### src/rtl/pgwr_pkg.sv
package pgwr_pkg;

  typedef enum logic [2:0] {
    OPC_STWR = 3'b001,
    OPC_PGWR = 3'b010,
    OPC_RD   = 3'b011,
    OPC_WDIS = 3'b100,
    OPC_STRD = 3'b101,
    OPC_WENA = 3'b110
  } opc_e;

  typedef enum logic [1:0] {
    PH_OPC  = 2'd0,
    PH_ADR  = 2'd1,
    PH_DAT  = 2'd2,
    PH_SKIP = 2'd3
  } phase_e;

  // Upper nibble zero, bit 3 free, low code neither 000 nor 111.
  function automatic logic opc_known(input logic [7:0] b);
    return (b[7:4] == 4'h0) && (b[2:0] != 3'b000) && (b[2:0] != 3'b111);
  endfunction

endpackage

### src/rtl/pgwr_rx.sv
module pgwr_rx
  import pgwr_pkg::*;
#(
  parameter int ADDR_W     = 13,
  parameter int PAGE_BYTES = 32,
  parameter int ADR_BYTES  = 2
) (
  input  logic                              clk,
  input  logic                              rst,
  input  logic                              cs_act,
  input  logic                              sck_rise,
  input  logic                              si,
  input  logic                              wen,
  input  logic                              busy,
  input  logic                              wp_deny,
  output logic                              op_valid,
  output logic [2:0]                        op_code,
  output logic                              op_reject,
  output logic                              frame_clear,
  output logic                              byte_wr,
  output logic [$clog2(PAGE_BYTES)-1:0]     byte_slot,
  output logic [7:0]                        byte_data,
  output logic                              byte_keep,
  output logic                              commit_req,
  output logic [ADDR_W-$clog2(PAGE_BYTES)-1:0] page_base,
  output logic [ADDR_W-1:0]                 wp_query_addr
);

  localparam int OFF_W = $clog2(PAGE_BYTES);
  localparam int PG_W  = ADDR_W - OFF_W;
  localparam int ADC_W = $clog2(ADR_BYTES) + 1;

  logic              cs_q;
  logic [6:0]        sh;
  logic [2:0]        bitc;
  logic [ADC_W-1:0]  adrc;
  phase_e            phase;
  logic [ADDR_W-1:0] addr_sr;
  logic [PG_W-1:0]   tgt_page;
  logic [OFF_W-1:0]  tgt_off;
  logic              got_data;

  logic [7:0]        sh_nx;
  logic [ADDR_W-1:0] adr_nx;
  logic [2:0]        code_nx;
  logic              accept_nx;

  assign sh_nx   = {sh, si};
  assign adr_nx  = {addr_sr[ADDR_W-9:0], sh_nx};
  assign code_nx = sh_nx[2:0];
  assign accept_nx = opc_known(sh_nx)
                     && !(busy && (code_nx != OPC_STRD))
                     && !((code_nx == OPC_PGWR) && !wen);

  assign page_base     = tgt_page;
  assign wp_query_addr = {tgt_page, tgt_off};

  always_ff @(posedge clk) begin
    if (rst) begin
      cs_q        <= 1'b0;
      sh          <= '0;
      bitc        <= '0;
      adrc        <= '0;
      phase       <= PH_OPC;
      addr_sr     <= '0;
      tgt_page    <= '0;
      tgt_off     <= '0;
      got_data    <= 1'b0;
      op_valid    <= 1'b0;
      op_code     <= '0;
      op_reject   <= 1'b0;
      frame_clear <= 1'b0;
      byte_wr     <= 1'b0;
      byte_slot   <= '0;
      byte_data   <= '0;
      byte_keep   <= 1'b0;
      commit_req  <= 1'b0;
    end else begin
      cs_q        <= cs_act;
      op_valid    <= 1'b0;
      op_reject   <= 1'b0;
      frame_clear <= 1'b0;
      byte_wr     <= 1'b0;
      commit_req  <= 1'b0;
      if (!cs_act) begin
        // Select released: commit only on a clean byte boundary with data.
        if (cs_q && (phase == PH_DAT) && (bitc == 3'd0) && got_data)
          commit_req <= 1'b1;
        phase    <= PH_OPC;
        bitc     <= '0;
        adrc     <= '0;
        got_data <= 1'b0;
      end else if (sck_rise) begin
        sh   <= sh_nx[6:0];
        bitc <= bitc + 3'd1;
        if (bitc == 3'd7) begin
          unique case (phase)
            PH_OPC: begin
              if (accept_nx) begin
                op_valid <= 1'b1;
                op_code  <= code_nx;
                if (code_nx == OPC_PGWR) begin
                  phase       <= PH_ADR;
                  frame_clear <= 1'b1;
                end else begin
                  phase <= PH_SKIP;
                end
              end else begin
                op_reject <= 1'b1;
                phase     <= PH_SKIP;
              end
            end
            PH_ADR: begin
              addr_sr <= adr_nx;
              if (adrc == ADC_W'(ADR_BYTES - 1)) begin
                tgt_page <= adr_nx[ADDR_W-1:OFF_W];
                tgt_off  <= adr_nx[OFF_W-1:0];
                phase    <= PH_DAT;
              end else begin
                adrc <= adrc + ADC_W'(1);
              end
            end
            PH_DAT: begin
              byte_wr   <= 1'b1;
              byte_slot <= tgt_off;
              byte_data <= sh_nx;
              byte_keep <= !wp_deny;
              tgt_off   <= tgt_off + OFF_W'(1);
              got_data  <= 1'b1;
            end
            default: ;
          endcase
        end
      end
    end
  end

endmodule

### src/rtl/pgwr_buf.sv
module pgwr_buf #(
  parameter int PAGE_BYTES = 32
) (
  input  logic                          clk,
  input  logic                          rst,
  input  logic                          clear,
  input  logic                          wr_en,
  input  logic [$clog2(PAGE_BYTES)-1:0] wr_slot,
  input  logic [7:0]                    wr_data,
  input  logic                          wr_keep,
  input  logic [$clog2(PAGE_BYTES)-1:0] rd_slot,
  output logic [7:0]                    rd_data,
  output logic [PAGE_BYTES-1:0]         keep_mask
);

  logic [7:0] ram [PAGE_BYTES];

  // Plain one-write one-read synchronous RAM, no reset on the storage.
  always_ff @(posedge clk) begin
    if (wr_en) ram[wr_slot] <= wr_data;
    rd_data <= ram[rd_slot];
  end

  always_ff @(posedge clk) begin
    if (rst || clear) begin
      keep_mask <= '0;
    end else if (wr_en && wr_keep) begin
      keep_mask[wr_slot] <= 1'b1;
    end
  end

endmodule

### src/rtl/pgwr_seq.sv
module pgwr_seq #(
  parameter int ADDR_W      = 13,
  parameter int PAGE_BYTES  = 32,
  parameter int PROG_CYCLES = 625000
) (
  input  logic                                 clk,
  input  logic                                 rst,
  input  logic                                 commit_req,
  input  logic                                 stat_commit,
  input  logic [ADDR_W-$clog2(PAGE_BYTES)-1:0] page_base,
  input  logic [PAGE_BYTES-1:0]                keep_mask,
  input  logic [7:0]                           rd_data,
  output logic [$clog2(PAGE_BYTES)-1:0]        rd_slot,
  output logic                                 busy,
  output logic                                 wen_clr,
  output logic                                 mem_we,
  output logic [ADDR_W-1:0]                    mem_addr,
  output logic [7:0]                           mem_wdata
);

  localparam int OFF_W    = $clog2(PAGE_BYTES);
  localparam int PG_W     = ADDR_W - OFF_W;
  localparam int BUSY_CYC = (PROG_CYCLES < PAGE_BYTES + 3) ? PAGE_BYTES + 3 : PROG_CYCLES;
  localparam int TC_W     = $clog2(BUSY_CYC + 1);

  logic [TC_W-1:0]  tcnt;
  logic             scan_on;
  logic [OFF_W-1:0] scan_idx;
  logic             rd_pend;
  logic [OFF_W-1:0] slot_d;
  logic [PG_W-1:0]  page_q;

  assign rd_slot = scan_idx;

  always_ff @(posedge clk) begin
    if (rst) begin
      busy      <= 1'b0;
      tcnt      <= '0;
      wen_clr   <= 1'b0;
      scan_on   <= 1'b0;
      scan_idx  <= '0;
      rd_pend   <= 1'b0;
      slot_d    <= '0;
      page_q    <= '0;
      mem_we    <= 1'b0;
      mem_addr  <= '0;
      mem_wdata <= '0;
    end else begin
      wen_clr <= 1'b0;
      mem_we  <= 1'b0;
      if (!busy) begin
        if (commit_req) begin
          busy     <= 1'b1;
          tcnt     <= TC_W'(BUSY_CYC - 1);
          wen_clr  <= 1'b1;
          scan_on  <= 1'b1;
          scan_idx <= '0;
          page_q   <= page_base;
        end else if (stat_commit) begin
          busy <= 1'b1;
          tcnt <= TC_W'(BUSY_CYC - 1);
        end
      end else if (tcnt == '0) begin
        busy <= 1'b0;
      end else begin
        tcnt <= tcnt - TC_W'(1);
      end

      if (scan_on) begin
        scan_idx <= scan_idx + OFF_W'(1);
        if (scan_idx == OFF_W'(PAGE_BYTES - 1)) scan_on <= 1'b0;
      end
      rd_pend <= scan_on;
      slot_d  <= scan_idx;
      if (rd_pend) begin
        mem_we    <= keep_mask[slot_d];
        mem_addr  <= {page_q, slot_d};
        mem_wdata <= rd_data;
      end
    end
  end

endmodule

### src/rtl/pgwr_engine.sv
module pgwr_engine
  import pgwr_pkg::*;
#(
  parameter int ADDR_W      = 13,
  parameter int PAGE_BYTES  = 32,
  parameter int PROG_CYCLES = 625000
) (
  input  logic              clk,
  input  logic              rst,
  input  logic              cs_act,
  input  logic              sck_rise,
  input  logic              si,
  input  logic              wen,
  input  logic              wp_deny,
  input  logic              stat_commit,
  output logic              busy,
  output logic              op_valid,
  output logic [2:0]        op_code,
  output logic              op_reject,
  output logic              wen_clr,
  output logic [ADDR_W-1:0] wp_query_addr,
  output logic              mem_we,
  output logic [ADDR_W-1:0] mem_addr,
  output logic [7:0]        mem_wdata
);

  localparam int OFF_W = $clog2(PAGE_BYTES);
  localparam int PG_W  = ADDR_W - OFF_W;

  logic                  frame_clear;
  logic                  byte_wr;
  logic [OFF_W-1:0]      byte_slot;
  logic [7:0]            byte_data;
  logic                  byte_keep;
  logic                  commit_req;
  logic [PG_W-1:0]       page_base;
  logic [OFF_W-1:0]      rd_slot;
  logic [7:0]            rd_data;
  logic [PAGE_BYTES-1:0] keep_mask;

  pgwr_rx #(
    .ADDR_W(ADDR_W), .PAGE_BYTES(PAGE_BYTES), .ADR_BYTES(2)
  ) rx_i (
    .clk(clk), .rst(rst), .cs_act(cs_act), .sck_rise(sck_rise), .si(si),
    .wen(wen), .busy(busy), .wp_deny(wp_deny),
    .op_valid(op_valid), .op_code(op_code), .op_reject(op_reject),
    .frame_clear(frame_clear), .byte_wr(byte_wr), .byte_slot(byte_slot),
    .byte_data(byte_data), .byte_keep(byte_keep), .commit_req(commit_req),
    .page_base(page_base), .wp_query_addr(wp_query_addr)
  );

  pgwr_buf #(
    .PAGE_BYTES(PAGE_BYTES)
  ) buf_i (
    .clk(clk), .rst(rst), .clear(frame_clear),
    .wr_en(byte_wr), .wr_slot(byte_slot), .wr_data(byte_data), .wr_keep(byte_keep),
    .rd_slot(rd_slot), .rd_data(rd_data), .keep_mask(keep_mask)
  );

  pgwr_seq #(
    .ADDR_W(ADDR_W), .PAGE_BYTES(PAGE_BYTES), .PROG_CYCLES(PROG_CYCLES)
  ) seq_i (
    .clk(clk), .rst(rst), .commit_req(commit_req), .stat_commit(stat_commit),
    .page_base(page_base), .keep_mask(keep_mask), .rd_data(rd_data),
    .rd_slot(rd_slot), .busy(busy), .wen_clr(wen_clr),
    .mem_we(mem_we), .mem_addr(mem_addr), .mem_wdata(mem_wdata)
  );

endmodule

### config.mk
export PLATFORM = sky130hd
export DESIGN_NAME = pgwr_engine
export DESIGN_NICKNAME = d
export VERILOG_FILES = /design/src/rtl/pgwr_pkg.sv /design/src/rtl/pgwr_rx.sv /design/src/rtl/pgwr_buf.sv /design/src/rtl/pgwr_seq.sv /design/src/rtl/pgwr_engine.sv
export SDC_FILE = /design/constraint.sdc
export NUM_CORES = 1
export LEC_CHECK = 0
export ABC_CLOCK_PERIOD_IN_PS = 2950
export BUFFER_PORTS_ARGS = -buffer_cell sky130_fd_sc_hd__buf_2
export CORE_UTILIZATION = 53
export DETAILED_ROUTE_END_ITERATION = 8
export GPL_TIMING_DRIVEN = 0
export PLACE_DENSITY = 0.7
export SLEW_MARGIN = 40
export SYNTH_ARGS = -nofsm -noshare
export SYNTH_HDL_FRONTEND = slang
export SYNTH_HIERARCHICAL = 1
export SYNTH_SLANG_ARGS = --single-unit
### constraint.sdc
create_clock -name clk -period 2.95 [get_ports clk]
set_clock_uncertainty 0.1 [all_clocks]
set_input_delay 0.1475 -clock clk [delete_from_list [all_inputs] [get_ports clk]]
set_output_delay 0.1475 -clock clk [all_outputs]
set_load 0.02 [all_outputs]
==> flow_summary.json <==
{
  "netlist_instances": 1098,
  "crit_path_max_fanout": 10,
  "grt_usage_pct": 22.85,
  "antenna_found_initial": 0,
  "cts.clk_slew.worst_paths_ps": 60,
  "syn_to_final_growth_pct": 13.96,
  "critical_path.max_stage_delay_ps": 530,
  "worst_pin_slew_ps": 827.9,
  "synth_seq_cells": 416,
  "cts_setup_buffers": 0,
  "layout.area.seq_mm2": 0.01090,
  "drv_slew": 0,
  "cts_sinks": 416,
  "timing.fmax_mhz": 349.6,
  "fillerInstances": 2201,
  "detail_route.wl_per_cell_um": 21.54,
  "drtIter0Drc": 1033,
  "firstDrtPassIters": 7,
  "synth.top_cell.area_share_pct": 46.78,
  "synth_area_leaders": "edfxtp_1, dfxtp_1, mux4_2",
  "finalCriticalPeriod_ps": 2860,
  "h-tree-depth": 2,
  "syn-cell-area_mm2": 0.01643,
  "avgSynthCellArea_um2": 14.97,
  "route.detailed.drc": 0,
  "synth_warnings": 6,
  "grt_pass1_wl_um": 54060,
  "ys.flop_type": "edfxtp_1",
  "layout-drive-gt1-share_pct": 22.93,
  "cp.required_ps": 3260,
  "synth_most_common_cell": "edfxtp_1",
  "gp_congestion": 0.8295,
  "cp_cell_sequence": "clkbuf_1 > buf_2 > mux4_2 > mux4_2 > mux2_2",
  "wirelength_um": 35030,
  "viasPerCell": 5.815,
  "synth-edff-count": 256,
  "chipWidth_um": 178.1,
  "rows": 64,
  "power.leakage_nw": 5.834,
  "final.setup.tns_ps": 0,
  "vias": 9456,
  "power_mw": 11.96,
  "setup_viol": 0,
  "finalHoldViolations": 0,
  "min-delay-path-class": "input port to register",
  "syn-num-nets": 1115,
  "slew_headroom_pct": 44.60,
  "grt_setup_unrepaired": "false",
  "insertedDiodeCount": 0,
  "dieArea_mm2": 0.03171,
  "ios": 50,
  "initial_core_util_pct": 53.86,
  "final_area_mm2": 0.01873,
  "status": "complete, no violations",
  "cpMostUsedCell": "mux4_2",
  "cap_violations": 0,
  "synth_cell_types": 72,
  "power_density_mw_per_mm2": 638.4,
  "cts.path.max_buffers": 3,
  "multi_input_area_mm2": 0.005130,
  "final_nets": 1214,
  "fin_crit_sh_pct": 96.96,
  "cts-root-buf": "clkbuf_16",
  "design.core.area_mm2": 0.03051,
  "yosysSeqAreaShare_pct": 66.28,
  "synth_common_cells": "edfxtp_1, dfxtp_1, nor2_1",
  "slowest_stage": "mux4_2",
  "critPathKind": "register to register",
  "placement.cell_area_mm2": 0.01718,
  "insertion_delay_ps": 530,
  "async_flop_share_pct": 0,
  "end_kind": "register",
  "cts_tree": "yes",
  "cts_buffers": 43,
  "grt_pass1_vias": 9250,
  "grt_max_degree": 34,
  "die_h_um": 178.1,
  "whs_ps": 105.6,
  "ant_nets": 0,
  "numPortBuffers": 47,
  "overflow": 0,
  "peakVddDrop_v": 0.0003509,
  "dp.final_hpwl_um": 22730,
  "critPathArrivalTime_ps": 3170,
  "synth_area_leader_cell": "edfxtp_1",
  "crit_path_start_kind": "register"
}
[critical path: cells and delay by family (launching register included)]
kind,cells,cell delay (ps)
mux,3,1260
buf+inv,2,940
flops,1,420
[cell usage in the layout (no fill, tap or decap), drive strengths merged, types with 5 or more instances in the layout]
cell / instances
nand3: 23
clkbuf: 97
nor4: 8
xor2: 5
and3b: 5
mux2: 12
a21oi: 77
nor2b: 12
edfxtp: 256
mux4: 88
nand2: 49
or3: 6
clkinv: 15
nand3b: 9
o21ai: 12
ha: 9
nand4: 8
dlygate4sd3: 6
mux2i: 53
nand2b: 7
nor2: 132
inv: 7
xnor2: 5
nor3: 15
buf: 84
dfxtp: 160
and2: 8
[sequential cells by signal (all words and copies together), names as in the netlist, 3 cells and up]
signal           flops
seq_i/slot_d         5
rx_i/page_base       8
rx_i/sh              7
buf_i/ram          256
seq_i/mem_wdata      8
rx_i/bitc            3
buf_i/keep_mask     32
rx_i/tgt_off         5
seq_i/page_q         8
rx_i/op_code         3
rx_i/byte_data       8
seq_i/mem_addr      13
rx_i/addr_sr         5
seq_i/tcnt          20
seq_i/rd_slot        5
buf_i/rd_data        8
rx_i/byte_slot       5
[layer usage]
metal	wire, µm	vias up	part of all wire (%)	GRT usage, %
met5	0	-	0	0
met4	666	0	1.9	5.876
met3	2334	54	6.7	4.540
met2	16610	293	47	35.39
met1	15420	4736	44	33.17
li1	-	4373	-	-
[layout make-up]
type	instances	area share, %
sequential	416	58.21
multi-input combinational	599	27.39
clock buffer	57	6.695
tap	396	2.646
buffer	76	2.145
timing repair buffer	54	1.617
clock inverter	21	1.156
inverter	7	0.1403
[path summary, 6_finish.rpt]
kind / cells after the start / start / end / slack, ps
worst min register to register: 2 / seq_i/page_q[1]$_SDFFE_PP0P_ / seq_i/page_q[1]$_SDFFE_PP0P_ / 360
worst max-delay path: 5 / seq_i/rd_slot[2]$_SDFFE_PP0P_ / buf_i/rd_data[7]$_DFF_P_ / 90
worst min-delay path: 5 / wen / rx_i/op_code[0]$_SDFFE_PP0P_ / 110
worst max register to register: 5 / seq_i/rd_slot[2]$_SDFFE_PP0P_ / buf_i/rd_data[7]$_DFF_P_ / 90
[through the flow]
stage / util (%) / std cells / worst slack (ps)
finish: 61.38 / 1626 / 89.79
detailed placement: 56.31 / 1542 / -184.0
CTS: 61.35 / 1626 / 89.46
floorplan: - / 1098 / 653.0
global placement: 56.25 / 1541 / -166.5
global route: 61.38 / 1626 / 23.48
[logic make-up (layout without fill, tap and decap cells)]
logic type      count (synthesis)  count (layout)  synth area share [%]
compound gates                118             118                 4.180
xor+xnor                       10              10                0.5330
fa+ha+maj                       9               9                0.6853
buf+inv                        83             215                 2.551
flops                         416             416                 66.28
mux                           153             153                 16.11
simple gates                  309             309                 9.663
[repair_timing]
action | CTS | global route
hold buffers | 6 | 0
endpoints found under the setup margin | 8 | 0
gates resized for setup | 6 | 0
endpoints found under the hold margin | 14 | 0
[power breakdown]
| group | leakage (nW) | internal (mW) | switching [mW] |
|---|---|---|---|
| combinational | 1.89 | 0.0943 | 0.157 |
| sequential | 3.22 | 6.12 | 0.0330 |
| clock | 0.724 | 3.34 | 2.20 |
| total | 5.83 | 9.56 | 2.39 |
Power figures use the tool's default switching activity.
